<file path="src/rtl/crc_serial_engine.sv">
module crc_serial_engine #(
  parameter int WIDTH = 16,
  parameter logic [WIDTH-1:0] GEN = 16'h1021,
  parameter logic [WIDTH-1:0] START = 16'hFFFF,
  parameter logic [WIDTH-1:0] OUT_XOR = '0
) (
  input  logic             clk,
  input  logic             rst,
  input  logic             reflect_mode,
  input  logic             start,
  input  logic             bit_valid,
  input  logic             bit_in,
  output logic [WIDTH-1:0] crc_out
);

  function automatic logic [WIDTH-1:0] mirror(input logic [WIDTH-1:0] v);
    logic [WIDTH-1:0] r;
    for (int i = 0; i < WIDTH; i++) r[i] = v[WIDTH-1-i];
    return r;
  endfunction

  localparam logic [WIDTH-1:0] GEN_REV = mirror(GEN);

  logic [WIDTH-1:0] crc_q;
  logic [WIDTH:0]   wide_left;
  logic [WIDTH-1:0] next_left, next_right;
  logic             fb_left, fb_right;

  assign fb_left    = crc_q[WIDTH-1] ^ bit_in;
  assign fb_right   = crc_q[0] ^ bit_in;
  assign wide_left  = {crc_q, 1'b0};
  assign next_left  = wide_left[WIDTH-1:0] ^ (fb_left ? GEN : '0);
  assign next_right = {1'b0, crc_q[WIDTH-1:1]} ^ (fb_right ? GEN_REV : '0);

  always_ff @(posedge clk) begin
    if (rst || start)  crc_q <= START;
    else if (bit_valid) crc_q <= reflect_mode ? next_right : next_left;
  end

  assign crc_out = crc_q ^ OUT_XOR;

  p_start_load_r2: assert property (@(posedge clk) disable iff (rst)
    start |=> crc_q == START);

  p_idle_hold_r3: assert property (@(posedge clk) disable iff (rst)
    (!start && !bit_valid) |=> $stable(crc_q));

  p_left_zero_fill_r4: assert property (@(posedge clk) disable iff (rst)
    (bit_valid && !start && !reflect_mode && (crc_q[WIDTH-1] == bit_in)) |=> !crc_q[0]);

  p_left_gen_lsb_r4: assert property (@(posedge clk) disable iff (rst)
    (bit_valid && !start && !reflect_mode && (crc_q[WIDTH-1] != bit_in)) |=> crc_q[0] == GEN[0]);

  p_right_zero_fill_r5: assert property (@(posedge clk) disable iff (rst)
    (bit_valid && !start && reflect_mode && (crc_q[0] == bit_in)) |=> !crc_q[WIDTH-1]);

  p_right_gen_msb_r5: assert property (@(posedge clk) disable iff (rst)
    (bit_valid && !start && reflect_mode && (crc_q[0] != bit_in)) |=> crc_q[WIDTH-1] == GEN[0]);

  p_out_mask_r9: assert property (@(posedge clk) disable iff (rst)
    (crc_out ^ crc_q) == OUT_XOR);

endmodule

</file>
<file path="config.mk">
export PLATFORM = sky130hd
export DESIGN_NAME = crc_serial_engine
export DESIGN_NICKNAME = d
export VERILOG_FILES = /design/src/rtl/crc_serial_engine.sv
export SDC_FILE = /design/constraint.sdc
export NUM_CORES = 1
export LEC_CHECK = 0
export BUFFER_PORTS_ARGS = -buffer_cell sky130_fd_sc_hd__buf_4
export CORE_MARGIN = 2
export CORE_UTILIZATION = 55
export CTS_BUF_LIST = sky130_fd_sc_hd__clkbuf_4
export DETAILED_ROUTE_END_ITERATION = 10
export PLACE_DENSITY = 0.83
export REMOVE_ABC_BUFFERS = 1
export SKIP_LAST_GASP = 1
export SYNTH_ARGS = -nofsm -noshare
export SYNTH_HDL_FRONTEND = slang
export SYNTH_SLANG_ARGS = --single-unit
</file>
<file path="constraint.sdc">
create_clock -name clk -period 2.4 [get_ports clk]
set_clock_uncertainty 0.05 [all_clocks]
set_input_delay 0.24 -clock clk [delete_from_list [all_inputs] [get_ports clk]]
set_output_delay 0.24 -clock clk [all_outputs]
set_load 0.01 [all_outputs]
</file>
==> run metrics, run 1 <==
status=complete, no violations; first-pass GRT wire length=between 2 and 3 mm; Final Critical Period=1.365 ns; R2R setup slack=1.04 ns; FILL cells=112; sequential cell area fraction in the yosys report=39.45%; final setup fails=0; leakage power=0.0004164 µW; Post-Syn Area=812.0 µm²; Clock Latency Late Sink=0.28 ns; leading area contributor after synthesis=dfxtp_1; VDD IR max=387.8 µV; Clock Tree Root=clkbuf_4; Power Dens Cells=521.6 nW/µm²; Hold Buf Count CTS=0; TritonCTS Buffers=3; Hold Violations, Final=0; post-route ant nets=0; vias=just over 700; DR pass1 iterations=4; nets=114; DRT Wirelength=between 1.5 and 2 mm; Setup TNS Final=0 ns; post-cts gate resize count=0; Die Wd=42.43 µm; top-area cell type share of the netlist area=39.45%; drt wl/cell=between 10 and 15 µm; GRT Total Usage=18.38%; CP Data Required Time=2.56 ns; Slew @ Worst Pin=0.6837 ns; post-DR vias/cell=around 6; unrepaired setup endpoints after global routing=false; CTS tree=built; antenna violations before repair=0; HP Class=primary input to register; gpl congestion=about 0.73; crit path DAT=1.52 ns; # H-tree levels=1; startpoint types=register; Synth Instances=89; vias in the first global route=595; I/O pin total=22; total power=508.4 µW; post-synth cell types=21; grt ovf=0; diode count=0; die area=1800 µm²; Synth Area per Inst=9.124 µm²; Synth area leaders=dfxtp_1, mux2i_1, a211o_1; Max-Slew Margin vs Limit=around 54%; clock-pin slew of the registers on the worst-case setup and hold paths=approximately 0.09 ns; Final period util=56.87%; max-slew violation count=0; max cap viols=0; largest net degree at the start of global routing=25; drc violations=0; CTS Sinks=16; Die Ht=42.43 µm; crit end category=register; initial drt markers=15; max reg flops=16; YS warnings=0; Final HPWL DP=1.137 mm; Area growth, synth to finish=20.03%; Max Fclk=0.7327 GHz; post-synthesis register bit count=16; Critical Setup Path Class=register to register; Port Buffers=21; Starting Density=60.88%; # rows=13; post-CTS setup buffer count=0; share of cells above drive strength 1=24.53%; CP Max Fanout=4; CTS max path bufs=2; core footprint=between 1000 and 1500 µm²
==> cells in the mapped netlist <==
cell type and count:
nor2_1 15, inv_1 2, mux2i_1 12, and2b_1 1
a32oi_1 2, nor2b_1 2, nor3_1 2, nand2b_1 2
buf_4 1, buf_2 5, nand2_1 4, or2_1 1
a41oi_1 2, o21ai_0 1, mux2_2 2, dfxtp_1 16
a211o_1 12, a21oi_1 3, clkbuf_1 1, xnor2_1 2
a211oi_1 1
==> cells in the final DEF, fill, tap and decap left out, drive strengths merged <==
cell type,netlist,final
dfxtp,16,16
mux2,2,2
a32oi,2,2
a41oi,2,2
a21oi,3,3
and2b,1,1
nor2b,2,2
a211o,12,12
o21ai,1,1
or2,1,1
nand2,4,4
buf,6,21
nor3,2,2
inv,2,2
mux2i,12,12
clkbuf,1,3
nand2b,2,2
xnor2,2,2
a211oi,1,1
nor2,15,15
==> logic make-up (layout without fill, tap and decap cells) <==
logic type | after synthesis | after routing | synth area share [%]
and+or+nand+nor | 27 | 27 | 14.79
AOI/OAI and AO/OA | 21 | 21 | 20.65
DFF | 16 | 16 | 39.45
muxes | 14 | 14 | 17.57
buffers and inverters | 9 | 26 | 5.393
xor gates and xnor gates | 2 | 2 | 2.158
==> metrics by stage <==
| stage | util [%] | hold WS (ns) | instances | setup WS [ns] | instance area, µm² |
|---|---|---|---|---|---|
| 3_5_place_dp | 71.39 | 0.4600 | 118 | 0.9832 | 952.2 |
| 6_report | 73.08 | 0.1899 | 121 | 1.035 | 974.7 |
| 5_1_grt | 73.08 | 0.1914 | 121 | 0.9657 | 974.7 |
| 3_3_place_gp | 71.39 | 0.4619 | 118 | 1.037 | 952.2 |
| 4_1_cts | 73.08 | 0.1863 | 121 | 1.027 | 974.7 |
| 2_1_floorplan | - | 0.3071 | 82 | 1.154 | 775.7 |
==> routing by layer <==
layer,GRT usage (%),vias to the layer above,share of wire (%),routed length (µm)
met2,29.23,24,46,756
li1,-,354,-,-
met1,25.33,339,46,757
met4,6.250,0,1.1,18
met3,2.586,2,7.1,118
met5,0,-,0,0
==> where the power goes <==
group | switching [µW] | internal (µW) | total (µW)
sequential | 10.3 | 275 | 285
clock | 77.9 | 58.2 | 136
combinational | 44.8 | 42.3 | 87.1
==> layout make-up <==
| cell class | instances | area [µm²] | area share [%] |
|---|---|---|---|
| Multi-Input combinational cell | 64 | 447.9 | 45.96 |
| Sequential cell | 16 | 320.3 | 32.86 |
| Timing Repair Buffer | 21 | 157.7 | 16.17 |
| Clock buffer | 3 | 22.52 | 2.311 |
| Tap cell | 15 | 18.77 | 1.926 |
| Inverter | 2 | 7.507 | 0.7702 |
==> final timing paths <==
check,end,depth (start not counted),from
hold / removal,crc_out[3],2,bit_valid
hold reg to reg,crc_out[6],1,crc_out[6]
setup reg to reg,crc_out[10],3,crc_out[0]
setup / recovery,crc_out[10],3,crc_out[0]
==> worst max-delay path: stages (launching register included) <==
cell	delay, ns
dfxtp_1	0.35
xnor2_1	0.32
mux2_2	0.38
a32oi_1	0.19
Note: power is estimated with default switching activity, not from simulation.
==> run 2: changes to the inputs <==
- ABC_AREA: unset -> 1
- CORE_UTILIZATION: 55 -> 48
- PLACE_DENSITY: 0.83 -> 0.77
- clock period: 2.4 -> 1.15 ns (I/O delays scaled with it)
==> run metrics, run 2 <==
synth cell count leaders=nand2_1, dfxtp_1, nor2_1 (was dfxtp_1, nor2_1, a211o_1, mux2i_1, buf_2); leading area contributor after synthesis=dfxtp_1 (unchanged); TritonCTS Buffers=3 (unchanged); Compound-Gate Fraction of Synth Area=24.73% (was 20.65%); crit path DAT=0.87 ns (was 1.52 ns); Starting Density=52.84% (was 60.88%); post-synth cell types=16 (was 21); max cap viols=0 (unchanged); Async S/R FF share, synth=0% (unchanged); grt ovf=0 (unchanged); FILL cells=146 (was 112); Power Dens Cells=1101 nW/µm² (was 521.6 nW/µm²); Synth area leaders=dfxtp_1, nand2_1, a21oi_1 (was dfxtp_1, mux2i_1, a211o_1); Final HPWL DP=1.233 mm (was 1.137 mm); Setup TNS Final=0 ns (unchanged); die area=2043 µm² (was 1800 µm²); Port Buffers=21 (unchanged); Max Fclk=between 0.9 and 1 GHz; DR pass1 iterations=5 (was 4); vias in the first global route=713 (was 595); Final Critical Period=1.036 ns; crit end category=output pin (was register); largest net degree at the start of global routing=19 (was 25); CP Max Fanout=6 (was 4); clock-pin slew of the registers on the worst-case setup and hold paths=0.09 ns (about the same); HP Class=primary input to register (unchanged); Die Wd=45.20 µm (was 42.43 µm); Synth Area per Inst=6.962 µm² (was 9.124 µm²); Post-Syn Area=814.5 µm² (was 812.0 µm²); unrepaired setup endpoints after global routing=false (unchanged); Top delay family on crit path=flip-flops (was multiplexers); CP Data Required Time=0.99 ns (was 2.56 ns); setup ws final=0.1139 ns (was 1.035 ns); Clock Latency Late Sink=0.28 ns (about the same); hold_sp=rst (was bit_valid); I/O pin total=22 (unchanged); initial drt markers=24 (was 15); max reg flops=16 (unchanged); post-synthesis register bit count=16 (unchanged); startpoint types=register (unchanged); drt wl/cell=12.11 µm (was 13.64 µm); vias=839 (was 719); post-route ant nets=0 (unchanged); Max-Slew Margin vs Limit=79.86% (was 54.37%); CTS tree=built (unchanged); Die Ht=45.20 µm (was 42.43 µm); gpl congestion=0.7862 (was 0.7317); CTS Sinks=16 (unchanged); Slowest-stage cell, CP=dfxtp_1 (was mux2_2); worst path cell trace=buf_4 (was xnor2_1, mux2_2, a32oi_1); Post-synth EDFFs=0 (unchanged); sequential cell area fraction in the yosys report=39.32% (was 39.45%); Synth Instances=117 (was 89); combinational family with the most area after synthesis=compound AO/OA/AOI/OAI gates (unchanged); diode count=0 (unchanged); YS warnings=0 (unchanged); crit path buf inv count=1 (was 0); GRT Total Usage=20.26% (was 18.38%); top_reg_cell synth=dfxtp_1 (unchanged); # H-tree levels=1 (unchanged); Clock Tree Root=clkbuf_4 (unchanged); top-area cell type share of the netlist area=39.32% (was 39.45%); Slew @ Worst Pin=0.3017 ns (was 0.6837 ns); final setup fails=0 (unchanged); CTS max path bufs=2 (unchanged); Area growth, synth to finish=18.59% (was 20.03%); drc violations=0 (unchanged); Hold Violations, Final=0 (unchanged); leading cell type in the layout, fill and taps excluded=buf_4 (unchanged); leakage power=0.0004255 µW (was 0.0004164 µW); post-synthesis xor/xnor area fraction=0% (was 2.157%); DRT Wirelength=1.840 mm (was 1.651 mm); post-synthesis simple-gate area fraction=24.58% (was 14.79%); Largest stage delay, worst path=0.43 ns (was 0.38 ns); most frequent cell after synthesis=nand2_1 (was dfxtp_1); antenna violations before repair=0 (unchanged); multiplexer area fraction after synthesis=0% (was 17.57%); post-DR vias/cell=5.520 (was 5.942); first-pass GRT wire length=3.063 mm (was 2.608 mm); worst reg2reg path startpoint=crc_out[15] (was crc_out[0]); Place WS=0.1689 ns (was 0.9832 ns); # rows=14 (was 13); Final period util=90.09%; Critical Setup Path Class=register to output pin (was register to register); nets=144 (was 114); commonest cells after routing, fill and taps aside=buf_4, nand2_1, nor2_1 (was buf_4, dfxtp_1, nor2_1); VDD IR max=702.7 µV (was 387.8 µV); post-CTS setup buffer count=0 (unchanged); max-slew violation count=0 (unchanged); core footprint=1541 µm² (was 1334 µm²); adder and majority gate portion of the synthesized area=0% (unchanged); Worst Setup SP=crc_out[15] (was crc_out[0]); status=complete, no violations (unchanged); share of cells above drive strength 1=22.79% (was 24.53%)
-- run 2: cell types whose count changed in the layout (fill, tap and decap cells not counted), sizes merged, moves of 6 or more --
cell   change
o21ai     +22
nand3     +10
nand2     +15
a211o     -12
inv        +6
mux2i     -12
a21oi     +12
-- run 2: stage by stage --
stage | utilization, % | hold WS, ns | instances | power, µW | cell area, µm²
final | 62.66 | 0.009478 | 152 | 1064 | 965.9
after global routing | 62.66 | 0.007663 | 152 | 1127 | 965.9
after detailed placement | 60.47 | 0.2721 | 148 | 784.4 | 932.1
after CTS | 62.58 | 0.007516 | 152 | 1069 | 964.7
after floorplan | - | 0.1686 | 111 | 702.7 | 754.5
after global placement | 60.47 | 0.2700 | 148 | 781.5 | 932.1
-- run 2: path summary, 6_finish.rpt --
path	end	slack [ns]	cells after the start
max	crc_out[15]	0.11	1
min reg2reg	crc_out[0]	0.47	2
min	crc_out[0]	0.009	3
max reg2reg	crc_out[0]	0.15	5
-- run 2: worst register-to-register path, stage by stage (launching register included) --
cell and delay [ns]:
dfxtp_1 0.43, inv_1 0.08, nand2_1 0.11, nand3_1 0.08, nand2_1 0.06, o211ai_1 0.08
-- run 2: cell families (layout without fill, tap and decap cells) --
logic type / Yosys count / after routing
simple gates: 48 / 48
compound gates: 39 / 39
flops: 16 / 16
buf+inv: 14 / 33
-- run 2: cell type report --
cell class	instances	area, µm²	area share (%)
multi-input cells	87	401.6	41.58
flip-flops and latches	16	321.6	33.29
repair buffers	22	167.7	17.36
inverters	8	32.53	3.368
clock buffers	3	22.52	2.332
well taps	16	20.02	2.073
-- run 2: routing by layer --
layer	GRT usage [%]	vias to the layer above	part of all wire (%)
met5	0	-	0
met4	8.824	0	1.0
met2	32.86	31	44
met1	26.16	371	47
li1	-	435	-
met3	3.600	2	8.2
-- run 2: timing repair --
action                                  4_1_cts  5_1_grt
endpoints found under the setup margin        0        1
hold buffers                                  1        0
hold endpoints to repair                      1        0
gates resized for setup                       0        1
-- run 2: where the power goes --
group	total, µW	internal, µW	switching, µW
Combinational	179	74.3	105
Sequential	596	575	21.5
Clock	288	122	166
==> run 3: changes to the inputs <==
- HOLD_SLACK_MARGIN: unset -> 0.08
==> run metrics, run 3 (same netlist as run 2, synthesis figures left out) <==
max cap viols=0 (unchanged); Sequential Area=321.6 µm² (unchanged); antenna violations before repair=0 (unchanged); worst reg2reg path startpoint=crc_out[15] (unchanged); Port Buffers=21 (unchanged); largest net degree at the start of global routing=19 (unchanged); worst path cell trace=buf_4 (unchanged); CTS max path bufs=2 (unchanged); TritonCTS Buffers=3 (unchanged); DRT Wirelength=1.842 mm (was 1.840 mm); diode count=0 (unchanged); Critical Setup Path Class=register to output pin (unchanged); post-DR vias/cell=5.566 (was 5.520); max reg flops=16 (unchanged); Die Wd=45.20 µm (unchanged); CTS tree=built (unchanged); WHS Path Cells=3 (unchanged); core footprint=1541 µm² (unchanged); VDD IR max=700.9 µV (was 702.7 µV); hold worst-path end=crc_out[15] (was crc_out[0]); Final Critical Period=1.039 ns (was 1.036 ns); Max-Slew Margin vs Limit=79.75% (was 79.86%); # rows=14 (unchanged); crit path DAT=0.87 ns (about the same); initial drt markers=24 (unchanged); Area growth, synth to finish=18.59% (unchanged); clock-pin slew of the registers on the worst-case setup and hold paths=0.09 ns (about the same); leakage power=0.0004255 µW (unchanged); final core utilization=62.66% (unchanged); vias in the first global route=713 (unchanged); vias=846 (was 839); Clock Tree Root=clkbuf_4 (unchanged); first-pass GRT wire length=3.063 mm (unchanged); # H-tree levels=1 (unchanged); unrepaired setup endpoints after global routing=false (unchanged); Top delay family on crit path=flip-flops (unchanged); HP Class=primary input to register (unchanged); R2R setup slack=0.15 ns (about the same); Power Dens Cells=1100 nW/µm² (was 1101 nW/µm²); status=complete, no violations (unchanged); CTS Sinks=16 (unchanged); DR pass1 iterations=5 (unchanged); drt wl/cell=12.12 µm (was 12.11 µm); fin area=965.9 µm² (unchanged); I/O pin total=22 (unchanged); post-CTS setup buffer count=0 (unchanged); CP Max Fanout=6 (unchanged); share of cells above drive strength 1=22.79% (unchanged); max-slew violation count=0 (unchanged); dpl cells=148 (unchanged); Final period util=90.31% (was 90.09%); final setup fails=0 (unchanged); FILL cells=146 (unchanged); Cell Area, Placed=932.1 µm² (unchanged); Setup TNS Final=0 ns (unchanged); Slowest-stage cell, CP=dfxtp_1 (unchanged); die area=2043 µm² (unchanged); post-route ant nets=0 (unchanged); hold_sp=bit_valid (was rst); drc violations=0 (unchanged); gpl congestion=0.7862 (unchanged); Multi-input gate area=401.6 µm² (unchanged); Non-Filler Instances=152 (unchanged); GRT Total Usage=20.26% (unchanged); Clock Latency Late Sink=0.28 ns (about the same); Die Ht=45.20 µm (unchanged); crit path buf inv count=1 (unchanged); leading cell type in the layout, fill and taps excluded=buf_4 (unchanged); Final HPWL DP=1.233 mm (unchanged); setup ws final=0.1115 ns (was 0.1139 ns); Hold Violations, Final=0 (unchanged); Place WS=0.1689 ns (unchanged); CP Data Required Time=0.99 ns (about the same); worst-case reg-to-reg path depth=5 (unchanged); commonest cells after routing, fill and taps aside=buf_4, nand2_1, nor2_1 (unchanged); startpoint types=register (unchanged); nets=144 (unchanged); grt ovf=0 (unchanged); worst flop-to-flop path endpoint=crc_out[0] (unchanged); Slew @ Worst Pin=0.3033 ns (was 0.3017 ns); Largest stage delay, worst path=0.43 ns (about the same); Starting Density=52.84% (unchanged); Max Fclk=0.9629 GHz (was 0.9652 GHz); crit end category=output pin (unchanged)
==> run 3: cell type report <==
cell class              instances  share of cell area (%)
clock buffers                   3                   2.332
inverters                       8                   3.368
multi-input cells              87                   41.58
flip-flops and latches         16                   33.29
well taps                      16                   2.073
repair buffers                 22                   17.36
==> run 3: metrics by stage <==
step	hold WS [ns]	power, µW
global placement	0.2700	781.5
detailed placement	0.2721	784.4
finish	0.1082	1063
global route	0.1056	1127
floorplan	0.1686	702.7
CTS	0.1001	1069
==> run 3: power breakdown <==
part           leakage [µW]  internal (µW)  total (µW)  switching, µW
combinational      0.000281           74.4         180            105
sequential         0.000131            575         596           21.6
clock             0.0000138            122         287            165
==> run 3: what timing repair did <==
| item | in CTS | in global routing |
|---|---|---|
| gates resized for setup | 0 | 1 |
| hold endpoints to repair | 2 | 0 |
| hold buffers | 1 | 0 |
| setup endpoints to repair | 0 | 1 |
==> run 3: per-layer routing <==
metal / up-vias / wire length, µm / GRT usage (%)
met3: 2 / 148 / 3.600
met5: - / 0 / 0
met4: 0 / 17 / 8.824
li1: 434 / - / -
met2: 31 / 800 / 32.86
met1: 379 / 875 / 26.16
==> run 3: how the worst max path moves through the flow <==
stage	startpoint	endpoint	slack, ns	depth (start not counted)
final	crc_out[15]	crc_out[15]	0.11	1
after global routing	crc_out[0]	crc_out[3]	0.05	6
after CTS	crc_out[15]	crc_out[15]	0.11	1
after detailed placement	crc_out[15]	crc_out[0]	0.17	5
after global placement	bit_valid	crc_out[15]	0.15	6
after floorplan	crc_out[15]	crc_out[0]	0.20	5
